## config.mk

```make
export PLATFORM = sky130hd
export DESIGN_NAME = atm_hec_hunter
export DESIGN_NICKNAME = d
export VERILOG_FILES = /design/src/rtl/atm_hunt_pkg.sv /design/src/rtl/nib_realign.sv /design/src/rtl/hec_crc8.sv /design/src/rtl/hec_sync_fsm.sv /design/src/rtl/atm_hec_hunter.sv
export SDC_FILE = /design/constraint.sdc
export NUM_CORES = 1
export LEC_CHECK = 0
export BUFFER_PORTS_ARGS = -buffer_cell sky130_fd_sc_hd__buf_2
export CAP_MARGIN = 20
export CORE_ASPECT_RATIO = 0.5
export CORE_UTILIZATION = 53
export CTS_BUF_LIST = sky130_fd_sc_hd__clkbuf_16
export DETAILED_ROUTE_END_ITERATION = 10
export MAX_ROUTING_LAYER = met4
export PLACE_DENSITY = 0.78
export SLEW_MARGIN = 40
export SYNTH_ARGS = -nofsm -noshare
export SYNTH_HDL_FRONTEND = slang
export SYNTH_SLANG_ARGS = --single-unit
```

## constraint.sdc

```tcl
create_clock -name clk_i -period 5.7 [get_ports clk_i]
set_input_delay 0.285 -clock clk_i [delete_from_list [all_inputs] [get_ports clk_i]]
set_output_delay 0.285 -clock clk_i [all_outputs]
set_load 0.02 [all_outputs]
```

## src/rtl/atm_hunt_pkg.sv

```systemverilog
package atm_hunt_pkg;
  typedef enum logic [1:0] {
    ST_HUNT    = 2'd0,
    ST_PRESYNC = 2'd1,
    ST_SYNC    = 2'd2
  } sync_st_e;
endpackage

```

## src/rtl/nib_realign.sv

```systemverilog
// Bit-granular realigner: selects a nibble from a two-nibble window at a
// slip offset; a slip past the last offset drops one nibble instead.
module nib_realign #(
  parameter int NIB_W = 4
) (
  input  logic             clk_i,
  input  logic             rst_ni,
  input  logic             vld_i,
  input  logic [NIB_W-1:0] dat_i,
  input  logic             slip_i,
  output logic [NIB_W-1:0] nib_o,
  output logic             vld_o
);
  localparam int SH_W = (NIB_W > 1) ? $clog2(NIB_W) : 1;

  logic [NIB_W-1:0]   prev_q;
  logic [SH_W-1:0]    sh_q;
  logic               skip_q;
  logic [2*NIB_W-1:0] win, win_sh;

  assign win    = {prev_q, dat_i};
  assign win_sh = win << sh_q;
  assign nib_o  = win_sh[2*NIB_W-1 -: NIB_W];
  assign vld_o  = vld_i && !skip_q;

  always_ff @(posedge clk_i or negedge rst_ni) begin
    if (!rst_ni) begin
      prev_q <= '0;
      sh_q   <= '0;
      skip_q <= 1'b0;
    end else if (vld_i) begin
      prev_q <= dat_i;
      if (skip_q) begin
        skip_q <= 1'b0;
      end else if (slip_i) begin
        if (sh_q == SH_W'(NIB_W-1)) begin
          sh_q   <= '0;
          skip_q <= 1'b1;
        end else begin
          sh_q <= sh_q + 1'b1;
        end
      end
    end
  end
endmodule

```

## src/rtl/hec_crc8.sv

```systemverilog
// Nibble-serial CRC, MSB first; seed_i restarts from zero with this nibble.
module hec_crc8 #(
  parameter int              NIB_W = 4,
  parameter int              CRC_W = 8,
  parameter logic [CRC_W-1:0] POLY = 8'h07
) (
  input  logic             clk_i,
  input  logic             rst_ni,
  input  logic             en_i,
  input  logic             seed_i,
  input  logic [NIB_W-1:0] nib_i,
  output logic [CRC_W-1:0] crc_o
);
  logic [CRC_W-1:0] crc_q, crc_d;

  always_comb begin
    logic fb;
    crc_d = seed_i ? '0 : crc_q;
    for (int i = NIB_W-1; i >= 0; i--) begin
      fb    = crc_d[CRC_W-1] ^ nib_i[i];
      crc_d = {crc_d[CRC_W-2:0], 1'b0} ^ (fb ? POLY : '0);
    end
  end

  always_ff @(posedge clk_i or negedge rst_ni) begin
    if (!rst_ni)   crc_q <= '0;
    else if (en_i) crc_q <= crc_d;
  end

  assign crc_o = crc_q;
endmodule

```

## src/rtl/hec_sync_fsm.sv

```systemverilog
module hec_sync_fsm import atm_hunt_pkg::*; #(
  parameter int GOOD_N = 6,
  parameter int BAD_N  = 7
) (
  input  logic     clk_i,
  input  logic     rst_ni,
  input  logic     eval_i,
  input  logic     ok_i,
  output sync_st_e state_o,
  output logic     slip_o
);
  localparam int CNT_MAX = (GOOD_N > BAD_N) ? GOOD_N : BAD_N;
  localparam int CNT_W   = $clog2(CNT_MAX + 1);

  sync_st_e         st_q, st_d;
  logic [CNT_W-1:0] cnt_q, cnt_d;

  always_comb begin
    st_d   = st_q;
    cnt_d  = cnt_q;
    slip_o = 1'b0;
    if (eval_i) begin
      unique case (st_q)
        ST_HUNT: begin
          if (ok_i) begin
            st_d  = ST_PRESYNC;
            cnt_d = '0;
          end else begin
            slip_o = 1'b1;
          end
        end
        ST_PRESYNC: begin
          if (!ok_i) begin
            st_d   = ST_HUNT;
            slip_o = 1'b1;
          end else if (cnt_q == CNT_W'(GOOD_N-1)) begin
            st_d  = ST_SYNC;
            cnt_d = '0;
          end else begin
            cnt_d = cnt_q + 1'b1;
          end
        end
        ST_SYNC: begin
          if (ok_i) begin
            cnt_d = '0;
          end else if (cnt_q == CNT_W'(BAD_N-1)) begin
            st_d   = ST_HUNT;
            cnt_d  = '0;
            slip_o = 1'b1;
          end else begin
            cnt_d = cnt_q + 1'b1;
          end
        end
        default: begin
          st_d  = ST_HUNT;
          cnt_d = '0;
        end
      endcase
    end
  end

  always_ff @(posedge clk_i or negedge rst_ni) begin
    if (!rst_ni) begin
      st_q  <= ST_HUNT;
      cnt_q <= '0;
    end else begin
      st_q  <= st_d;
      cnt_q <= cnt_d;
    end
  end

  assign state_o = st_q;
endmodule

```

## src/rtl/atm_hec_hunter.sv

```systemverilog
module atm_hec_hunter import atm_hunt_pkg::*; #(
  parameter int         NIB_W      = 4,
  parameter int         CELL_BYTES = 53,
  parameter int         HDR_BYTES  = 5,
  parameter int         GOOD_N     = 6,
  parameter int         BAD_N      = 7,
  parameter logic [7:0] COSET      = 8'h55,
  parameter logic [7:0] POLY       = 8'h07
) (
  input  logic             clk_i,
  input  logic             rst_ni,
  input  logic             valid_i,
  input  logic [NIB_W-1:0] data_i,
  output logic             locked_o,
  output logic             sop_o,
  output logic             nib_vld_o,
  output logic [NIB_W-1:0] nib_o,
  output logic             hdr_o
);
  localparam int NPB       = 8 / NIB_W;
  localparam int CELL_NIBS = CELL_BYTES * NPB;
  localparam int HDR_NIBS  = HDR_BYTES * NPB;
  localparam int CRC_NIBS  = (HDR_BYTES - 1) * NPB;
  localparam int IDX_W     = $clog2(CELL_NIBS);
  localparam logic [IDX_W-1:0] IDX_LAST = IDX_W'(CELL_NIBS - 1);
  localparam logic [IDX_W-1:0] IDX_HEC0 = IDX_W'(CRC_NIBS);
  localparam logic [IDX_W-1:0] IDX_HDR  = IDX_W'(HDR_NIBS);
  localparam logic [IDX_W-1:0] IDX_EVAL = IDX_W'(HDR_NIBS - 1);

  logic [NIB_W-1:0] al_nib;
  logic             al_vld;
  logic             slip;
  sync_st_e         sync_state;
  logic [IDX_W-1:0] idx_q, hec_k;
  logic [7:0]       crc_q, crc_x, crc_sh;
  logic             nib_match, in_hec, eval, hec_ok, run_q, in_sync;

  nib_realign #(.NIB_W(NIB_W)) u_align (
    .clk_i  (clk_i),
    .rst_ni (rst_ni),
    .vld_i  (valid_i),
    .dat_i  (data_i),
    .slip_i (slip),
    .nib_o  (al_nib),
    .vld_o  (al_vld)
  );

  hec_crc8 #(.NIB_W(NIB_W), .CRC_W(8), .POLY(POLY)) u_crc (
    .clk_i  (clk_i),
    .rst_ni (rst_ni),
    .en_i   (al_vld && (idx_q < IDX_HEC0)),
    .seed_i (idx_q == '0),
    .nib_i  (al_nib),
    .crc_o  (crc_q)
  );

  // check-byte nibble expected at this header position
  assign crc_x     = crc_q ^ COSET;
  assign hec_k     = idx_q - IDX_HEC0;
  assign crc_sh    = crc_x << (32'(hec_k) * NIB_W);
  assign nib_match = (crc_sh[7 -: NIB_W] == al_nib);
  assign in_hec    = (idx_q >= IDX_HEC0) && (idx_q < IDX_HDR);
  assign hec_ok    = ((idx_q == IDX_HEC0) ? 1'b1 : run_q) && nib_match;
  assign eval      = al_vld && (idx_q == IDX_EVAL);

  hec_sync_fsm #(.GOOD_N(GOOD_N), .BAD_N(BAD_N)) u_fsm (
    .clk_i   (clk_i),
    .rst_ni  (rst_ni),
    .eval_i  (eval),
    .ok_i    (hec_ok),
    .state_o (sync_state),
    .slip_o  (slip)
  );

  assign in_sync  = (sync_state == ST_SYNC);
  assign locked_o = in_sync;

  always_ff @(posedge clk_i or negedge rst_ni) begin
    if (!rst_ni) begin
      idx_q <= '0;
      run_q <= 1'b0;
    end else if (al_vld) begin
      if (in_hec) run_q <= hec_ok;
      if (slip || idx_q == IDX_LAST) idx_q <= '0;
      else                           idx_q <= idx_q + 1'b1;
    end
  end

  always_ff @(posedge clk_i or negedge rst_ni) begin
    if (!rst_ni) begin
      sop_o     <= 1'b0;
      nib_vld_o <= 1'b0;
      hdr_o     <= 1'b0;
      nib_o     <= '0;
    end else begin
      sop_o     <= al_vld && in_sync && (idx_q == '0);
      nib_vld_o <= al_vld && in_sync;
      hdr_o     <= al_vld && (idx_q < IDX_HDR);
      if (al_vld) nib_o <= al_nib;
    end
  end
endmodule

```

# Word-level counts from Yosys, hierarchy flattened
# Index checks and enable logic that the tools add are counted.
dict set report totals {
  ff_bits 35
  output_inout_bits 8
  elab_cells 90
}
dict set report op_classes {
  addsub 4
  order_cmp 3
  eq_ne 14
  shift 2
  mux 28
  n_bitwise 10
  n_reduce_logical 17
}
# operator n
set ops {}
lappend ops {{8-bit bitwise XOR} 4}
lappend ops {{3-bit two-way mux} 9}
lappend ops {{7-bit by 4-bit == test with 1-bit output, second input constant} 2}
lappend ops {{7-bit by 4-bit less-than comparator with 1-bit output, second input constant} 2}
lappend ops {{2-bit two-way mux} 6}
lappend ops {{3-bit one-hot mux with 3 select lines} 1}
lappend ops {{8-bit by 9-bit left shift with 8-bit output} 1}
lappend ops {{1-bit logical AND} 8}
lappend ops {{1-bit two-way mux} 8}
lappend ops {{8-bit two-way mux} 1}
lappend ops {{8-bit by 2-bit left shift with 8-bit output} 1}
lappend ops {{7-bit by 1-bit adder with 7-bit output, second input constant} 1}
lappend ops {{7-bit == test, second input constant} 1}
lappend ops {{7-bit by 4-bit >= comparator with 1-bit output, second input constant} 1}
lappend ops {{7-bit logical NOT} 1}
lappend ops {{7-bit two-way mux} 1}
lappend ops {{7-bit by 4-bit subtractor with 7-bit output, second input constant} 1}
lappend ops {{3-bit == test, second input constant} 2}
lappend ops {{2-bit by 1-bit != test with 1-bit output, second input constant} 3}
lappend ops {{2-bit one-hot mux with 3 select lines} 1}
lappend ops {{3-bit AND reduction} 2}
lappend ops {{5-bit AND reduction} 1}
lappend ops {{2-bit == test, second input constant} 2}
lappend ops {{4-bit == test} 1}
lappend ops {{other kinds (14)} 17}

# Logic depth before layout (Yosys ltp)
# Gate-level depths: netlist (run 1).
dict set report depth {
  ltp_word 14
  ltp_mapped 9
}

# Cells and area by module
# Synthesis (run 1) repeated with hierarchy kept, for this count alone.
dict set report hier_totals {
  hier_cells 210
  area_unflattened_um2 2252.2
}
# mod n_inst cells_each area_each_um2
set by_module_without_submodules {}
lappend by_module_without_submodules {atm_hec_hunter 1 96 939.7}
lappend by_module_without_submodules {hec_crc8 1 45 511.7}
lappend by_module_without_submodules {nib_realign 1 25 402.9}
lappend by_module_without_submodules {hec_sync_fsm 1 44 397.9}

# Least setup slack after synthesis (run 1)
# No wires, ideal clock.
dict set report synth_path {
  path_type {reg2reg}
  from {register idx_q[3]}
  to {register u_fsm.cnt_q[1]}
  arrival_time_ps 2634
  t_required_ps 5578
  slack_ps 2945
  path_stages_with_launch 10
  path_buffers 0
  cell_sequence {dfrtp_1 -> inv_1 -> ha_1 -> or4b_4 -> nor4_1 -> xnor2_1 -> o211ai_2 -> or2_4 -> o21a_1 -> a32o_1}
}
dict set report synth_via {
  elab_chain_cells 6
  elab_cells_between_ends 13
  classes_between {add/sub (1); eq/ne (5); shift (1); mux (3); reduce/logical (3)}
}
# element line_no
set synth_rtl {}
lappend synth_rtl {{start: declaration} atm_hec_hunter.sv:34} ;# logic [IDX_W-1:0] idx_q, hec_k;
lappend synth_rtl {{start signal: assignment} atm_hec_hunter.sv:85} ;# else idx_q <= idx_q + 1'b1;
lappend synth_rtl {{7-bit by 4-bit subtractor with 7-bit output} atm_hec_hunter.sv:59} ;# assign hec_k = idx_q - IDX_HEC0;
lappend synth_rtl {{8-bit by 9-bit left shift with 8-bit output} atm_hec_hunter.sv:60} ;# assign crc_sh = crc_x << (32'(hec_k) * NIB_W);
lappend synth_rtl {{4-bit == test} atm_hec_hunter.sv:61} ;# assign nib_match = (crc_sh[7 -: NIB_W] == al_nib);
lappend synth_rtl {{1-bit logical AND} atm_hec_hunter.sv:63} ;# assign hec_ok = ((idx_q == IDX_HEC0) ? 1'b1 : run_q) && nib_match;
lappend synth_rtl {{3-bit two-way mux or 2-bit by 1-bit != test with 1-bit output (tied branches)} n/a}
lappend synth_rtl {{3-bit one-hot mux with 3 select lines or 3-bit AND reduction (tied branches)} n/a}
lappend synth_rtl {{end signal: assignment} hec_sync_fsm.sv:68} ;# cnt_q <= cnt_d;
lappend synth_rtl {{end: declaration} hec_sync_fsm.sv:16} ;# logic [CNT_W-1:0] cnt_q, cnt_d;
# Several ways; a longest one is shown, not always the timed one.
# A chain may end at the register's enable or synchronous reset.

# Worst setup path in the final report (run 1)
# Ends and elaborated chain as after synthesis.

==> load_flow_metrics.sql, run 1 <==
INSERT INTO impl_metrics (metric_group, metric, value, unit) VALUES
('global_route', 'grt_first_pass_wirelength', '6955', 'um'),
('setup_path', 'endpoint_kind', 'flip-flop', ''),
('sta', 'layout_min_cycle_time', '2.985', 'ns'),
('global_route', 'grt.total_usage', '22.22', '%'),
('clock_network', 'worst_skew_late_latency', '0.27', 'ns'),
('route', 'wl', '4200', 'um'),
('pwr', 'cellPowerDensity', '341.2', 'nW/um^2'),
('setup_path', 'critical_path.max_fanout', '8', ''),
('floorplan', 'design.die.area', '4388', 'sq um'),
('setup_path', 'crit_arrival', '3.15', 'ns'),
('floorplan', 'die_h', '47.35', 'um'),
('global_route', 'globalRoute.totalOverflow', '0', ''),
('clock_network', 'clk_transition_reported_paths', '0.05', 'ns'),
('pwr', 'cellLeakagePower', '1.087', 'nW'),
('pwr', 'peakVddDrop', '0.1574', 'mV'),
('sta', 'pins_over_their_slew_limit', '0', ''),
('route', 'drcViolationCount', '1', ''),
('synth', 'edff_count_synth', '0', ''),
('route', 'drt_iter0_markers', '131', ''),
('run', 'timing.max_cap.violations', '0', ''),
('clock_network', 'cts-root-to-sink-buffers', '2', ''),
('synth', 'ys_warn_count', '0', ''),
('setup_path', 'worstPathCellList', 'inv_1 > ha_1 > or4b_4 > nor4_1 > xnor2_1 > o211ai_2 > or2_4 > o21a_1 > a32o_1', ''),
('final_layout', 'highest_count_cells_in_the_layout_ignoring_fill_and_taps', '37 x nand2_1, 35 x dfrtp_1, 18 x o21ai_0, 13 x buf_2, 12 x inv_1', ''),
('synth', 'postSynthCellCount', '227', ''),
('synth', 'syn-num-nets', '245', ''),
('clock_network', 'tritoncts_num_sinks', '35', ''),
('final_layout', 'layout-drive-gt1-share', '16.12', '%'),
('route', 'drt-wirelength-per-cell', '14.19', 'um'),
('placement', 'pre_cts_slack', '2.778', 'ns'),
('route', 'vias', '1675', ''),
('synth', 'synthDistinctLibCells', '45', ''),
('sta', 'timing.final.hold_violations', '0', ''),
('sta', 'rsz0062_at_grt', 'false', ''),
('global_route', 'grt_max_degree', '36', ''),
('route', 'viasPerCell', '5.659', ''),
('sta', 'postLayoutSetupSlackWorst', '2.715', 'ns'),
('min_path', 'holdCritPathClass', 'input pin to flip-flop', ''),
('clock_network', 'tritoncts', 'built', ''),
('synth', 'synth.yosys.seq_area_share', '40.18', '%'),
('floorplan', 'io_pins', '15', ''),
('pwr', 'fin_total_pwr', '0.8296', 'mW'),
('outcome', 'failing_checks', 'design-rule violations', ''),
('placement', 'globalplace.congestion', '0.8488', ''),
('sta', 'tightest_slew', '0.4894', 'ns'),
('placement', 'dp.final_hpwl', '2990', 'um'),
('placement', 'placement.io_buffers', '14', ''),
('sta', 'achievable-frequency', '0.3350', 'GHz'),
('sta', 'clock_skew', '0.003739', 'ns'),
('floorplan', 'core_footprint', '3924', 'sq um'),
('route', 'drtAntennaViolNets', '0', ''),
('synth', 'synth.cell_area', '2180', 'sq um'),
('clock_network', 'cts_inserted_buffers', '5', ''),
('floorplan', 'row_count', '16', ''),
('sta', 'maxSlewHeadroom', '67.38', '%'),
('sta', 'setup_tns', '0', 'ns'),
('setup_path', 'required', '5.86', 'ns'),
('clock_network', 'post_cts_hold_buffer_count', '0', ''),
('clock_network', 'cts.repair_timing.setup_buffer_count', '0', ''),
('final_layout', 'layout.cells.most_common', 'nand2_1', ''),
('sta', 'post-route-period-util', '52.38', '%'),
('clock_network', 'clock_tree.root_cell', 'clkbuf_16', ''),
('route', 'drt_first_pass_iters', '7', ''),
('floorplan', 'die_x', '92.69', 'um'),
('clock_network', 'clock_tree.htree_level_count', '2', ''),
('global_route', 'vias_in_the_first_global_route', '1503', ''),
('final_layout', 'n_antenna_cell', '0', ''),
('sta', 'finalSetupViolations', '0', ''),
('floorplan', 'initial_utilization', '55.55', '%'),
('synth', 'ys_seq_elements', '35', ''),
('outcome', 'outcome', 'finished, violations left', ''),
('setup_path', 'worst_path_largest_cell_delay', '0.47', 'ns'),
('final_layout', 'synthToLayoutAreaGrowth', '11.54', '%'),
('setup_path', 'crit_slowest_cell', 'dfrtp_1', ''),
('clock_network', 'cts_repair_resize_count', '0', ''),
('synth', 'synth-main-ff-cell', 'dfrtp_1', ''),
('synth', 'synth_async_sr_flop_share', '100.0', '%'),
('global_route', 'initial_antenna_violation_count', '0', ''),
('synth', 'synthesized_area_per_cell', '9.602', 'sq um'),
('setup_path', 'timing.critical_path.from_type', 'flip-flop', ''),
('final_layout', 'design.final.nets', '259', ''),
('setup_path', 'criticalPathCategory', 'flip-flop to flip-flop', '');
==> logic make-up (layout without fill, tap and decap cells) <==
family	after synthesis	in the layout	share of synthesized area (%)
muxes	17	17	10.33
xor gates and xnor gates	19	19	7.635
buffers and inverters	19	34	3.731
AOI/OAI and AO/OA	48	48	14.87
DFF	35	35	40.18
and+or+nand+nor	78	78	16.94
adders and majority gates	11	11	6.314
==> flip-flops by register name, summed over array words and instances (netlist names) <==
name / flops
run_q: 1
idx_q: 7
nib_vld_o: 1
u_align.sh_q: 2
u_crc.crc_o: 8
u_fsm.cnt_q: 3
nib_o: 4
u_fsm.state_o: 2
sop_o: 1
hdr_o: 1
u_align.prev_q: 4
u_align.skip_q: 1
==> synthesized netlist by cell type (2+ instances only) <==
library cell	number	area [sq um]
buf_2	2	10.01
inv_1	10	37.54
a22o_1	3	26.28
a21boi_0	2	15.01
mux2_2	8	90.09
ha_1	11	137.6
a32o_1	2	20.02
nor2b_1	5	31.28
dfrtp_1	35	875.8
mux4_1	2	52.55
nand4_1	2	12.51
o21a_1	2	15.01
nand3_1	10	50.05
nor2_1	10	37.54
xor2_1	11	96.34
nor3_1	5	25.02
nand2_1	37	138.9
mux2i_1	6	60.06
xnor2_1	8	70.07
o22ai_1	4	25.02
o21ai_0	18	90.09
clkbuf_1	6	22.52
a21oi_1	6	30.03
==> through the flow <==
step	utilization (%)	instances	area, sq um	hold WS, ns
floorplan	-	227	2180	-0.01059
global placement	58.13	287	2281	0.3974
detailed placement	58.13	287	2281	0.4123
CTS	61.64	295	2419	0.1191
global route	61.96	296	2431	0.2523
finish	61.96	296	2431	0.2463
==> critical path: cells and delay by family, from the launching register on <==
kind                     cells  cell delay [ns]
AND/OR/NAND/NOR              3             1.11
XOR/XNOR                     1             0.18
AO/OA/AOI/OAI                3             0.65
adder cells (fa/ha/maj)      1             0.30
flip-flops                   1             0.47
buffers and inverters        1             0.15
==> where the power goes <==
group | leakage (nW) | switching, mW | internal [mW] | total (mW)
logic | 0.571 | 0.122 | 0.0982 | 0.220
registers | 0.440 | 0.0652 | 0.294 | 0.359
clock network | 0.0762 | 0.0927 | 0.158 | 0.250
total | 1.09 | 0.280 | 0.550 | 0.830
==> area by class of cell <==
class	instances	area, sq um
multi-input combinational	173	1222
tap	54	67.56
sequential	35	875.8
timing repair buffer	16	90.09
fill	325	1493
inverter	10	37.54
clock inverter	3	12.51
clock buffer	5	125.1
==> path summary, 6_finish.rpt <==
check | slack [ns] | cells after the start | to | from
setup / recovery | 2.71 | 9 | u_fsm.cnt_q[1] | idx_q[3]
hold / removal | 0.25 | 2 | u_align.prev_q[0] | data_i[0]
setup reg to reg | 2.71 | 9 | u_fsm.cnt_q[1] | idx_q[3]
hold reg to reg | 0.47 | 2 | nib_o[3] | nib_o[3]
max in group asynchronous | 4.89 | 2 | u_align.sh_q[1] | rst_ni
min in group asynchronous | 0.50 | 2 | u_fsm.state_o[1] | rst_ni
==> per-layer routing <==
layer / global-route usage, % / routed length (um)
met3: 5.663 / 166
met5: - / 0
met4: 8.615 / 76
met1: 26.98 / 2009
met2: 36.89 / 1947
Power figures use the tool's default switching activity.
==> inputs of run 2 (changes only) <==
==> constraint.sdc (replaced) <==
create_clock -name clk_i -period 2.8 [get_ports clk_i]
set_input_delay 0.14 -clock clk_i [delete_from_list [all_inputs] [get_ports clk_i]]
set_output_delay 0.14 -clock clk_i [all_outputs]
set_load 0.02 [all_outputs]
==> run 2 against run 1 <==
The flow still finishes with violations (design-rule violations). Count of clock-buffer cells in the layout stayed put. Worst setup slack lost 2.7 ns. Total power rose by 120%. Via count up 4.5%. Sequential cell count stayed put. Utilization is 2.9 points higher. First-iteration DRC count shrank 34%. Final cell count grew 2.7%. Critical path type unchanged. Critical endpoint is now u_fsm.state_o[0]. Largest cell class unchanged.
==> load_flow_metrics.sql, run 2 (synthesized netlist as in run 1, its figures left out) <==
INSERT INTO impl_metrics (metric_group, metric, value, unit) VALUES
('run', 'timing.max_cap.violations', '0', ''),
('setup_path', 'cp_num_buf_inv', '2', ''),
('clock_network', 'tritoncts', 'built', ''),
('clock_network', 'tritoncts_num_sinks', '35', ''),
('setup_path', 'endpoint_kind', 'flip-flop', ''),
('global_route', 'vias_in_the_first_global_route', '1556', ''),
('pwr', 'peakVddDrop', '0.3320', 'mV'),
('sta', 'achievable-frequency', '0.3643', 'GHz'),
('sta', 'post-route-period-util', '98.03', '%'),
('sta', 'postLayoutSetupSlackWorst', '0.05521', 'ns'),
('sta', 'clock_skew', '0.004327', 'ns'),
('setup_path', 'worst_path_largest_cell_delay', '0.49', 'ns'),
('route', 'drcViolationCount', '1', ''),
('final_layout', 'design.final.nets', '269', ''),
('final_layout', 'synthToLayoutAreaGrowth', '16.76', '%'),
('global_route', 'grt.total_usage', '23.22', '%'),
('floorplan', 'io_pins', '15', ''),
('sta', 'timing.final.hold_violations', '0', ''),
('sta', 'maxSlewHeadroom', '65.64', '%'),
('clock_network', 'clk_transition_reported_paths', '0.05', 'ns'),
('floorplan', 'die_h', '47.35', 'um'),
('placement', 'placedInstanceArea', '2333', 'sq um'),
('final_layout', 'largest_reg_flops', '8', ''),
('route', 'route.met3.wl', '194', 'um'),
('sta', 'pins_over_their_slew_limit', '0', ''),
('route', 'drt-wirelength-per-cell', '15.23', 'um'),
('floorplan', 'die_x', '92.69', 'um'),
('sta', 'tightest_slew', '0.5108', 'ns'),
('clock_network', 'worst_skew_late_latency', '0.28', 'ns'),
('clock_network', 'cts_inserted_buffers', '5', ''),
('setup_path', 'criticalPathCategory', 'flip-flop to flip-flop', ''),
('clock_network', 'clock_tree.root_cell', 'clkbuf_16', ''),
('setup_path', 'timing.critical_path.from_type', 'flip-flop', ''),
('placement', 'globalplace.congestion', '0.8728', ''),
('route', 'route.met2.wl', '2205', 'um'),
('final_layout', 'layout-drive-gt1-share', '22.00', '%'),
('pwr', 'cellLeakagePower', '1.126', 'nW'),
('route', 'vias', '1750', ''),
('route', 'top_layer_used', 'met4', ''),
('global_route', 'grt_first_pass_wirelength', '7203', 'um'),
('setup_path', 'critical_path.max_fanout', '6', ''),
('floorplan', 'row_count', '16', ''),
('final_layout', 'highest_count_cells_in_the_layout_ignoring_fill_and_taps', '37 x nand2_1, 35 x dfrtp_1, 15 x o21ai_0, 13 x buf_2, 12 x buf_4', ''),
('sta', 'rsz0062_at_grt', 'true', ''),
('clock_network', 'cts-root-to-sink-buffers', '2', ''),
('placement', 'placement.io_buffers', '14', ''),
('sta', 'finalSetupViolations', '0', ''),
('sta', 'setup_tns', '0', 'ns'),
('placement', 'pre_cts_slack', '0.06769', 'ns'),
('outcome', 'failing_checks', 'design-rule violations', ''),
('clock_network', 'clock_tree.htree_level_count', '2', ''),
('route', 'drt_first_pass_iters', '7', ''),
('outcome', 'outcome', 'finished, violations left', ''),
('final_layout', 'n_antenna_cell', '0', ''),
('placement', 'dp.final_hpwl', '3206', 'um'),
('route', 'drtAntennaViolNets', '0', ''),
('setup_path', 'required', '2.96', 'ns'),
('setup_path', 'crit_slowest_cell', 'or4b_4', ''),
('setup_path', 'worstPathCellList', 'inv_2 > ha_4 > or4b_4 > nor3_1 > a211oi_1 > a21oi_2 > or2_4 > buf_4 > o21ai_1 > a22o_1', ''),
('pwr', 'fin_total_pwr', '1.784', 'mW'),
('route', 'wl', '4629', 'um'),
('setup_path', 'path_delay_family', 'simple AND/OR/NAND/NOR gates', ''),
('global_route', 'initial_antenna_violation_count', '0', ''),
('route', 'viasPerCell', '5.757', ''),
('sta', 'layout_min_cycle_time', '2.745', 'ns'),
('final_layout', 'post-route-cell-area', '2545', 'sq um'),
('sta', 'timing.hold.ws', '0.09842', 'ns'),
('route', 'drt_iter0_markers', '86', ''),
('route', 'met1Wirelength', '2161', 'um'),
('min_path', 'holdCritPathClass', 'input pin to flip-flop', ''),
('global_route', 'grt_max_degree', '36', ''),
('floorplan', 'initial_utilization', '55.55', '%'),
('floorplan', 'design.die.area', '4388', 'sq um'),
('global_route', 'globalRoute.totalOverflow', '0', ''),
('pwr', 'cellPowerDensity', '700.9', 'nW/um^2'),
('floorplan', 'core_footprint', '3924', 'sq um'),
('setup_path', 'crit_arrival', '2.91', 'ns'),
('final_layout', 'layout.cells.most_common', 'nand2_1', '');
==> run 2: worst reg2reg max path: stages, from the launching register on <==
cell	delay, ns
dfrtp_1	0.35
inv_2	0.07
ha_4	0.26
or4b_4	0.49
nor3_1	0.38
a211oi_1	0.17
a21oi_2	0.33
or2_4	0.20
buf_4	0.12
o21ai_1	0.06
a22o_1	0.19
==> run 2: stage by stage <==
step / cells / utilization, %
after floorplan: 227 / -
after global placement: 294 / 59.47
after detailed placement: 294 / 59.47
after CTS: 301 / 63.01
after global routing: 304 / 64.86
final: 304 / 64.86
==> run 2: final timing paths <==
kind | start | to | slack (ns) | cells after the start
min | data_i[0] | u_align.prev_q[0] | 0.1 | 2
min reg2reg | nib_o[0] | nib_o[0] | 0.47 | 2
max | idx_q[4] | u_fsm.state_o[0] | 0.06 | 10
max reg2reg | idx_q[4] | u_fsm.state_o[0] | 0.06 | 10
max in group asynchronous | rst_ni | u_align.prev_q[1] | 2.12 | 2
min in group asynchronous | rst_ni | u_fsm.state_o[0] | 0.35 | 2
==> run 2: power breakdown <==
part / leakage (nW) / switching, mW / internal [mW]
clock network: 0.0669 / 0.185 / 0.315
registers: 0.440 / 0.0908 / 0.600
logic: 0.619 / 0.334 / 0.258
total: 1.13 / 0.611 / 1.17
==> run 2: area by class of cell <==
class / count / area (sq um)
Clock buffer: 5 / 125.1
Clock inverter: 1 / 3.754
Fill cell: 319 / 1379
Inverter: 10 / 37.54
Multi-Input combinational cell: 173 / 1270
Sequential cell: 35 / 875.8
Tap cell: 54 / 67.56
Timing Repair Buffer: 26 / 165.2
==> run 2: metal layers <==
metal | global-route usage, % | vias to the layer above
met5 | - | -
met4 | 8.923 | 0
met3 | 5.502 | 7
met2 | 37.63 | 42
met1 | 29.10 | 858
li1 | - | 843
==> run 2: what timing repair did <==
action / 4_1_cts / 5_1_grt
resized for setup: 0 / 12
endpoints found under the setup margin: 0 / 10
hold buffers: 1 / 0
hold endpoints to repair: 35 / 0
buffers inserted: 0 / 3
